## config.mk

```make
export PLATFORM = sky130hd
export DESIGN_NAME = cmd_fifo_arbiter
export DESIGN_NICKNAME = d
export VERILOG_FILES = /design/src/rtl/cfa_pkg.sv /design/src/rtl/cfa_trigger_ctrl.sv /design/src/rtl/cfa_dest_arbiter.sv /design/src/rtl/cfa_result_router.sv /design/src/rtl/cmd_fifo_arbiter.sv
export SDC_FILE = /design/constraint.sdc
export NUM_CORES = 1
export LEC_CHECK = 0
export BUFFER_PORTS_ARGS = -buffer_cell sky130_fd_sc_hd__buf_2
export CORE_AREA = 2 2 151 153
export CTS_CLUSTER_SIZE = 10
export DETAILED_ROUTE_END_ITERATION = 8
export DIE_AREA = 0 0 153 155
export PLACE_DENSITY_LB_ADDON = 0.15
export REMOVE_ABC_BUFFERS = 1
export SLEW_MARGIN = 30
export SYNTH_ARGS = -nofsm -noshare
export SYNTH_HDL_FRONTEND = slang
export SYNTH_SLANG_ARGS = --single-unit
```

## constraint.sdc

```tcl
create_clock -name clk -period 7.5 [get_ports clk]
set_clock_uncertainty 0.05 [all_clocks]
set_input_delay 1.125 -clock clk [delete_from_list [all_inputs] [get_ports clk]]
set_output_delay 1.125 -clock clk [all_outputs]
set_load 0.02 [all_outputs]
```

## src/rtl/cfa_pkg.sv

```systemverilog
package cfa_pkg;
    localparam int NUM_DEST = 3;

    typedef enum logic [1:0] {
        DST_CONV0 = 2'b00,
        DST_CONV1 = 2'b01,
        DST_EXT   = 2'b10,
        DST_NONE  = 2'b11
    } dest_e;
endpackage

```

## src/rtl/cfa_trigger_ctrl.sv

```systemverilog
module cfa_trigger_ctrl #(
    parameter int NQ = 6
) (
    input  logic          clk,
    input  logic          rst_n,
    input  logic [NQ-1:0] sw_trig,
    input  logic [NQ-1:0] hw_trig,
    input  logic [NQ-1:0] sw_disable,
    output logic [NQ-1:0] armed
);
    typedef struct packed {
        logic [NQ-1:0] armed;
    } state_t;

    state_t st_d, st_q;

    always_comb begin
        st_d = st_q;
        for (int i = 0; i < NQ; i++) begin
            if (sw_disable[i]) begin
                st_d.armed[i] = 1'b0;
            end else if (sw_trig[i] || hw_trig[i]) begin
                st_d.armed[i] = 1'b1;
            end
        end
    end

    always_ff @(posedge clk or negedge rst_n) begin
        if (!rst_n) begin
            st_q <= '0;
        end else begin
            st_q <= st_d;
        end
    end

    assign armed = st_q.armed;

    // a disable pulse leaves the bit clear on the next cycle
    p_disable_clears_r6: assert property (@(posedge clk) disable iff (!rst_n)
        (|sw_disable) |=> ((st_q.armed & $past(sw_disable)) == '0));

    // a trigger without a disable arms the FIFO
    p_trigger_arms_r1: assert property (@(posedge clk) disable iff (!rst_n)
        (|((sw_trig | hw_trig) & ~sw_disable)) |=>
        ((st_q.armed & $past((sw_trig | hw_trig) & ~sw_disable)) ==
          $past((sw_trig | hw_trig) & ~sw_disable)));

    // an armed bit never appears without a trigger
    p_no_spurious_arm_r1: assert property (@(posedge clk) disable iff (!rst_n)
        (st_q.armed & ~$past(st_q.armed) & ~$past(sw_trig | hw_trig)) == '0);
endmodule

```

## src/rtl/cfa_dest_arbiter.sv

```systemverilog
module cfa_dest_arbiter #(
    parameter int         NQ        = 6,
    parameter int         CMD_W     = 32,
    parameter logic [1:0] DEST_CODE = 2'b00
) (
    input  logic             clk,
    input  logic             rst_n,
    input  logic [NQ-1:0]    armed,
    input  logic [NQ-1:0]    head_valid,
    input  logic [NQ*CMD_W-1:0] head_data,
    input  logic             dst_ready,
    output logic             dst_valid,
    output logic [CMD_W-1:0] dst_data,
    output logic [NQ-1:0]    grant,
    output logic [NQ-1:0]    pop
);
    localparam int CODE_LSB = CMD_W - 2;

    logic [NQ-1:0] req;
    logic          found;

    always_comb begin
        for (int i = 0; i < NQ; i++) begin
            req[i] = armed[i] && head_valid[i] &&
                     (head_data[i*CMD_W + CODE_LSB +: 2] == DEST_CODE);
        end
    end

    always_comb begin
        grant = '0;
        found = 1'b0;
        for (int i = 0; i < NQ; i++) begin
            if (req[i] && !found) begin
                grant[i] = 1'b1;
                found    = 1'b1;
            end
        end
    end

    always_comb begin
        dst_data = '0;
        for (int i = 0; i < NQ; i++) begin
            if (grant[i]) dst_data = head_data[i*CMD_W +: CMD_W];
        end
    end

    assign dst_valid = |grant;
    assign pop       = grant & {NQ{dst_ready}};

    // one winner per consumer
    p_one_winner_r5: assert property (@(posedge clk) disable iff (!rst_n)
        $onehot0(grant));

    // only armed FIFOs with valid heads win
    p_grant_armed_r2: assert property (@(posedge clk) disable iff (!rst_n)
        (grant & ~(armed & head_valid)) == '0);

    // popping requires the consumer to be ready
    p_pop_needs_ready_r5: assert property (@(posedge clk) disable iff (!rst_n)
        (|pop) |-> dst_ready);
endmodule

```

## src/rtl/cfa_result_router.sv

```systemverilog
module cfa_result_router #(
    parameter int NQ    = 6,
    parameter int RES_W = 16,
    parameter int TAG_W = 3
) (
    input  logic             clk,
    input  logic             rst_n,
    input  logic             res_valid,
    input  logic [RES_W-1:0] res_data,
    input  logic [TAG_W-1:0] res_tag,
    input  logic             res_side,
    input  logic             res_ext,
    output logic [NQ-1:0]    rf_valid,
    output logic [RES_W-1:0] rf_data,
    output logic             side_valid,
    output logic [RES_W-1:0] side_data
);
    localparam logic [TAG_W:0] NQ_LIM = (TAG_W+1)'(NQ);

    logic to_side;
    logic to_fifo;

    always_comb begin
        to_side = res_valid && res_side && !res_ext;
        to_fifo = res_valid && !to_side && ({1'b0, res_tag} < NQ_LIM);
        for (int i = 0; i < NQ; i++) begin
            rf_valid[i] = to_fifo && (res_tag == TAG_W'(i));
        end
    end

    assign side_valid = to_side;
    assign rf_data    = res_data;
    assign side_data  = res_data;

    // a result leaves through at most one path
    p_route_exclusive_r7: assert property (@(posedge clk) disable iff (!rst_n)
        $onehot0({side_valid, rf_valid}));

    // external-source results never reach the side port
    p_ext_bypass_r8: assert property (@(posedge clk) disable iff (!rst_n)
        res_ext |-> !side_valid);

    // out-of-range tags produce no strobe
    p_tag_range_r9: assert property (@(posedge clk) disable iff (!rst_n)
        ({1'b0, res_tag} >= NQ_LIM) |-> (rf_valid == '0));
endmodule

```

## src/rtl/cmd_fifo_arbiter.sv

```systemverilog
module cmd_fifo_arbiter
    import cfa_pkg::*;
#(
    parameter int NQ    = 6,
    parameter int CMD_W = 32,
    parameter int RES_W = 16,
    parameter int TAG_W = 3
) (
    input  logic                      clk,
    input  logic                      rst_n,
    input  logic [NQ-1:0]             sw_trig,
    input  logic [NQ-1:0]             hw_trig,
    input  logic [NQ-1:0]             sw_disable,
    output logic [NQ-1:0]             trig_active,
    input  logic [NQ-1:0]             cq_valid,
    input  logic [NQ*CMD_W-1:0]       cq_data,
    output logic [NQ-1:0]             cq_pop,
    output logic [NUM_DEST-1:0]       dst_valid,
    output logic [NUM_DEST*CMD_W-1:0] dst_data,
    input  logic [NUM_DEST-1:0]       dst_ready,
    input  logic                      res_valid,
    input  logic [RES_W-1:0]          res_data,
    input  logic [TAG_W-1:0]          res_tag,
    input  logic                      res_side,
    input  logic                      res_ext,
    output logic [NQ-1:0]             rf_valid,
    output logic [RES_W-1:0]          rf_data,
    output logic                      side_valid,
    output logic [RES_W-1:0]          side_data
);
    logic [NQ-1:0] armed;
    logic [NQ-1:0] grant_w [NUM_DEST];
    logic [NQ-1:0] pop_w   [NUM_DEST];

    cfa_trigger_ctrl #(.NQ(NQ)) u_trig (
        .clk        (clk),
        .rst_n      (rst_n),
        .sw_trig    (sw_trig),
        .hw_trig    (hw_trig),
        .sw_disable (sw_disable),
        .armed      (armed)
    );

    for (genvar d = 0; d < NUM_DEST; d++) begin : g_dest
        cfa_dest_arbiter #(
            .NQ        (NQ),
            .CMD_W     (CMD_W),
            .DEST_CODE (2'(d))
        ) u_arb (
            .clk        (clk),
            .rst_n      (rst_n),
            .armed      (armed),
            .head_valid (cq_valid),
            .head_data  (cq_data),
            .dst_ready  (dst_ready[d]),
            .dst_valid  (dst_valid[d]),
            .dst_data   (dst_data[d*CMD_W +: CMD_W]),
            .grant      (grant_w[d]),
            .pop        (pop_w[d])
        );
    end

    always_comb begin
        cq_pop = '0;
        for (int d = 0; d < NUM_DEST; d++) begin
            cq_pop = cq_pop | pop_w[d];
        end
    end

    assign trig_active = armed;

    cfa_result_router #(
        .NQ    (NQ),
        .RES_W (RES_W),
        .TAG_W (TAG_W)
    ) u_route (
        .clk        (clk),
        .rst_n      (rst_n),
        .res_valid  (res_valid),
        .res_data   (res_data),
        .res_tag    (res_tag),
        .res_side   (res_side),
        .res_ext    (res_ext),
        .rf_valid   (rf_valid),
        .rf_data    (rf_data),
        .side_valid (side_valid),
        .side_data  (side_data)
    );

    // a FIFO head is granted by at most one consumer
    p_single_dest_r3: assert property (@(posedge clk) disable iff (!rst_n)
        ((grant_w[0] & grant_w[1]) | (grant_w[0] & grant_w[2]) |
         (grant_w[1] & grant_w[2])) == '0);

    // no pop from an unarmed FIFO
    p_pop_armed_r2: assert property (@(posedge clk) disable iff (!rst_n)
        (cq_pop & ~trig_active) == '0);
endmodule

```

==> qor.yml <==
synth_edf_count: 0
min_period_ns: 5.50
grt_pass1_vias: 8141
hpwl_um: 22600
start_kind: "input port"
leakagePower_nw: 3.31
synth.distinct_cells: 41
syn_area_per_cell_um2: 5.52
ys_ff_latch: 6
ant_nets: 0
rsz0062_at_grt: "false"
setup_tns_ns: 0
grt_max_degree: 65
p_sw_share_pct: 52.8
postCtsHoldBufs: 0
yosysTopAreaCellShare_pct: 14.6
synth-xor-area-share_pct: 0
insertion_delay_ns: 0.22
largest_reg_flops: 6
whs_path_depth: 2
crit_required_ns: 6.32
die_area_mm2: 0.0237
drive_gt1_share_pct: 33.9
vias: 8264
critPathMaxFanout: 36
wl_met1_um: 12900
switchingPower_w: 0.000284
maxSlewHeadroom_pct: 34.8
drc_errors: 0
synth-seq-area-share_pct: 2.93
cp_slowest_stage_delay_ns: 0.86
via_per_inst: 5.72
post_cts_buffers: 0
rows: 55
hp-class: "reg -> reg"
synthCells: 930
route.met2.wl_um: 14900
postPlaceCellArea_mm2: 0.00676
yosys_warnings: 0
r2r_start: "u_trig.armed[1]"
path_delay_family: "simple AND/OR/NAND/NOR gates"
post_cts_resized: 0
synthMuxAreaShare_pct: 0
internal_power_w: 0.000254
grt_pass1_wl_um: 47600
top_layer: "met4"
drv_slew: 0
arrival_ns: 4.33
synth_top_family_by_area: "compound AO/OA/AOI/OAI gates"
synth_simple_gate_area_share_pct: 36.4
drt_iter0_drc: 629
irDropWorstVdd_uv: 129
cts.sinks: 6
cap_viol_max_count: 0
cp_cell_sequence: "buf_2 > nor4bb_4 > buf_4 > or3_2 > or3_2 > o22ai_1 > nor2_1 > buf_2"
cts_buffers: 3
slowest_stage: "or3_2"
cp_num_buf_inv: 3
die_height_um: 155
hold_violations: 0
grt_usage_pct: 25.0
antenna_found_initial: 2
status: "finished, final reports clean"
crit_type: "in -> out"
dr.pass1.iters: 5
yosys-top-cells-area: "a21oi_1 15%, nor2_1 12%, nand2_1 9.7%"
yosysMostFrequentCell: "nor2_1"
min_period_over_period_pct: 73.4
endpoint_kind: "output pin"
fin_hold_ws_ns: 0.529
clockBufferDepth: 2
initial_core_util_pct: 23.1
io_buffer_count: 340
wl_per_cell_um: 21.9
wl_met3_um: 3140
async_flop_share_pct: 100
combPwrFrac_pct: 76.9
min_to: "u_trig.armed[2]"
setup_violations: 0
fin_area_mm2: 0.00687
cts_tree: "built"
cts_root_buf: "clkbuf_16"
r2r_end: "u_trig.armed[1]"
regToRegSetupSlack_ns: 6.66
synth_area_mm2: 0.00513
synth_commonest_cells: "166 x nor2_1, 150 x a21oi_1, 133 x nand2_1, 76 x clkbuf_1, 59 x a211oi_1"
io_pins: 393
max_freq_ghz: 0.182
setup_ws_ns: 2.00
cts.clk_slew.worst_paths_ns: 0.03
htree_num_levels: 1
synth_flop_cell: "dfrtp_1"
placed_cells: 1439
die_w_um: 153
area_growth_pct: 33.8
yosysTopAreaCell: "a21oi_1"
pwr-share-clk_pct: 16.0
instances_no_fill: 1445
power.density_mw_per_mm2: 78.3
tightest_slew_ns: 0.975
fin_nets: 1403
drt-total-wl_um: 31700
rr_worst_depth: 2
synth-compound-area-share_pct: 47.0
synth_adder_area_share_pct: 0
min-delay-start: "u_trig.armed[2]"
post-place-ws_ns: 1.99
seqPwrFrac_pct: 7.1
core_mm2: 0.0222
gr-total-overflow: 0
globalplace.congestion: 0.852
[stage by stage]
stage	util (%)	total power [W]
3_5_place_dp	30.4	0.000448
2_1_floorplan	-	0.000243
6_report	30.9	0.000537
3_3_place_gp	30.3	0.000448
4_1_cts	30.7	0.000537
5_1_grt	30.9	0.000573
[layer usage]
layer	up-vias	track usage, %
met4	0	7.45
met2	519	43.1
li1	3830	-
met5	-	0
met3	64	5.46
met1	3851	31.3
[worst min-delay path: stages, from the launching register on]
cell and delay, ns:
dfrtp_1 0.39, nor3_1 0.08, nor2_1 0.07
[layout make-up]
class	instances	area, µm²
fill	2594	15400
inverter	3	11.3
timing repair buffer	356	1840
antenna	2	5.00
tap	285	357
clock buffer	3	75.1
sequential	6	150
multi-input combinational	790	4430
[worst max path at each step]
stage                startpoint      endpoint  depth (start not counted)
detailed placement  cq_data[31]   dst_data[9]                          8
finish              cq_data[62]   dst_data[9]                          8
global placement    cq_valid[0]  dst_data[22]                          9
floorplan           cq_data[30]     cq_pop[5]                          5
CTS                 cq_data[94]   dst_data[9]                          8
global route        cq_data[94]   dst_data[9]                          8
[kinds of logic (layout without fill, tap and decap cells)]
family / count (synthesis) / after routing
AOI/OAI and AO/OA: 368 / 368
buffers and inverters: 137 / 362
DFF: 6 / 6
other: 1 / 6
and+or+nand+nor: 418 / 418
[power by group through the flow]
stage	combinational [W]	clock, W	sequential (W)
after detailed placement	0.000409	0	0.0000387
final	0.000413	0.0000859	0.0000383
after global placement	0.000410	0	0.0000386
after global routing	0.000444	0.0000906	0.0000389
after floorplan	0.000202	0	0.0000403
after CTS	0.000411	0.0000877	0.0000383
[cells in the final DEF (no fill, tap or decap), types with 6 or more instances in the layout]
cell type and n:
a211o_1 30, a211oi_1 59, a21oi_1 150, a22o_1 29, a22oi_1 30, buf_2 340
buf_4 15, dfrtp_1 6, nand2_1 132, nand3_1 33, nand4b_1 7, nor2_1 164
nor3_1 42, o21ai_1 31, o22ai_1 20, o22ai_2 9
Note: power is estimated with default switching activity, not from simulation.
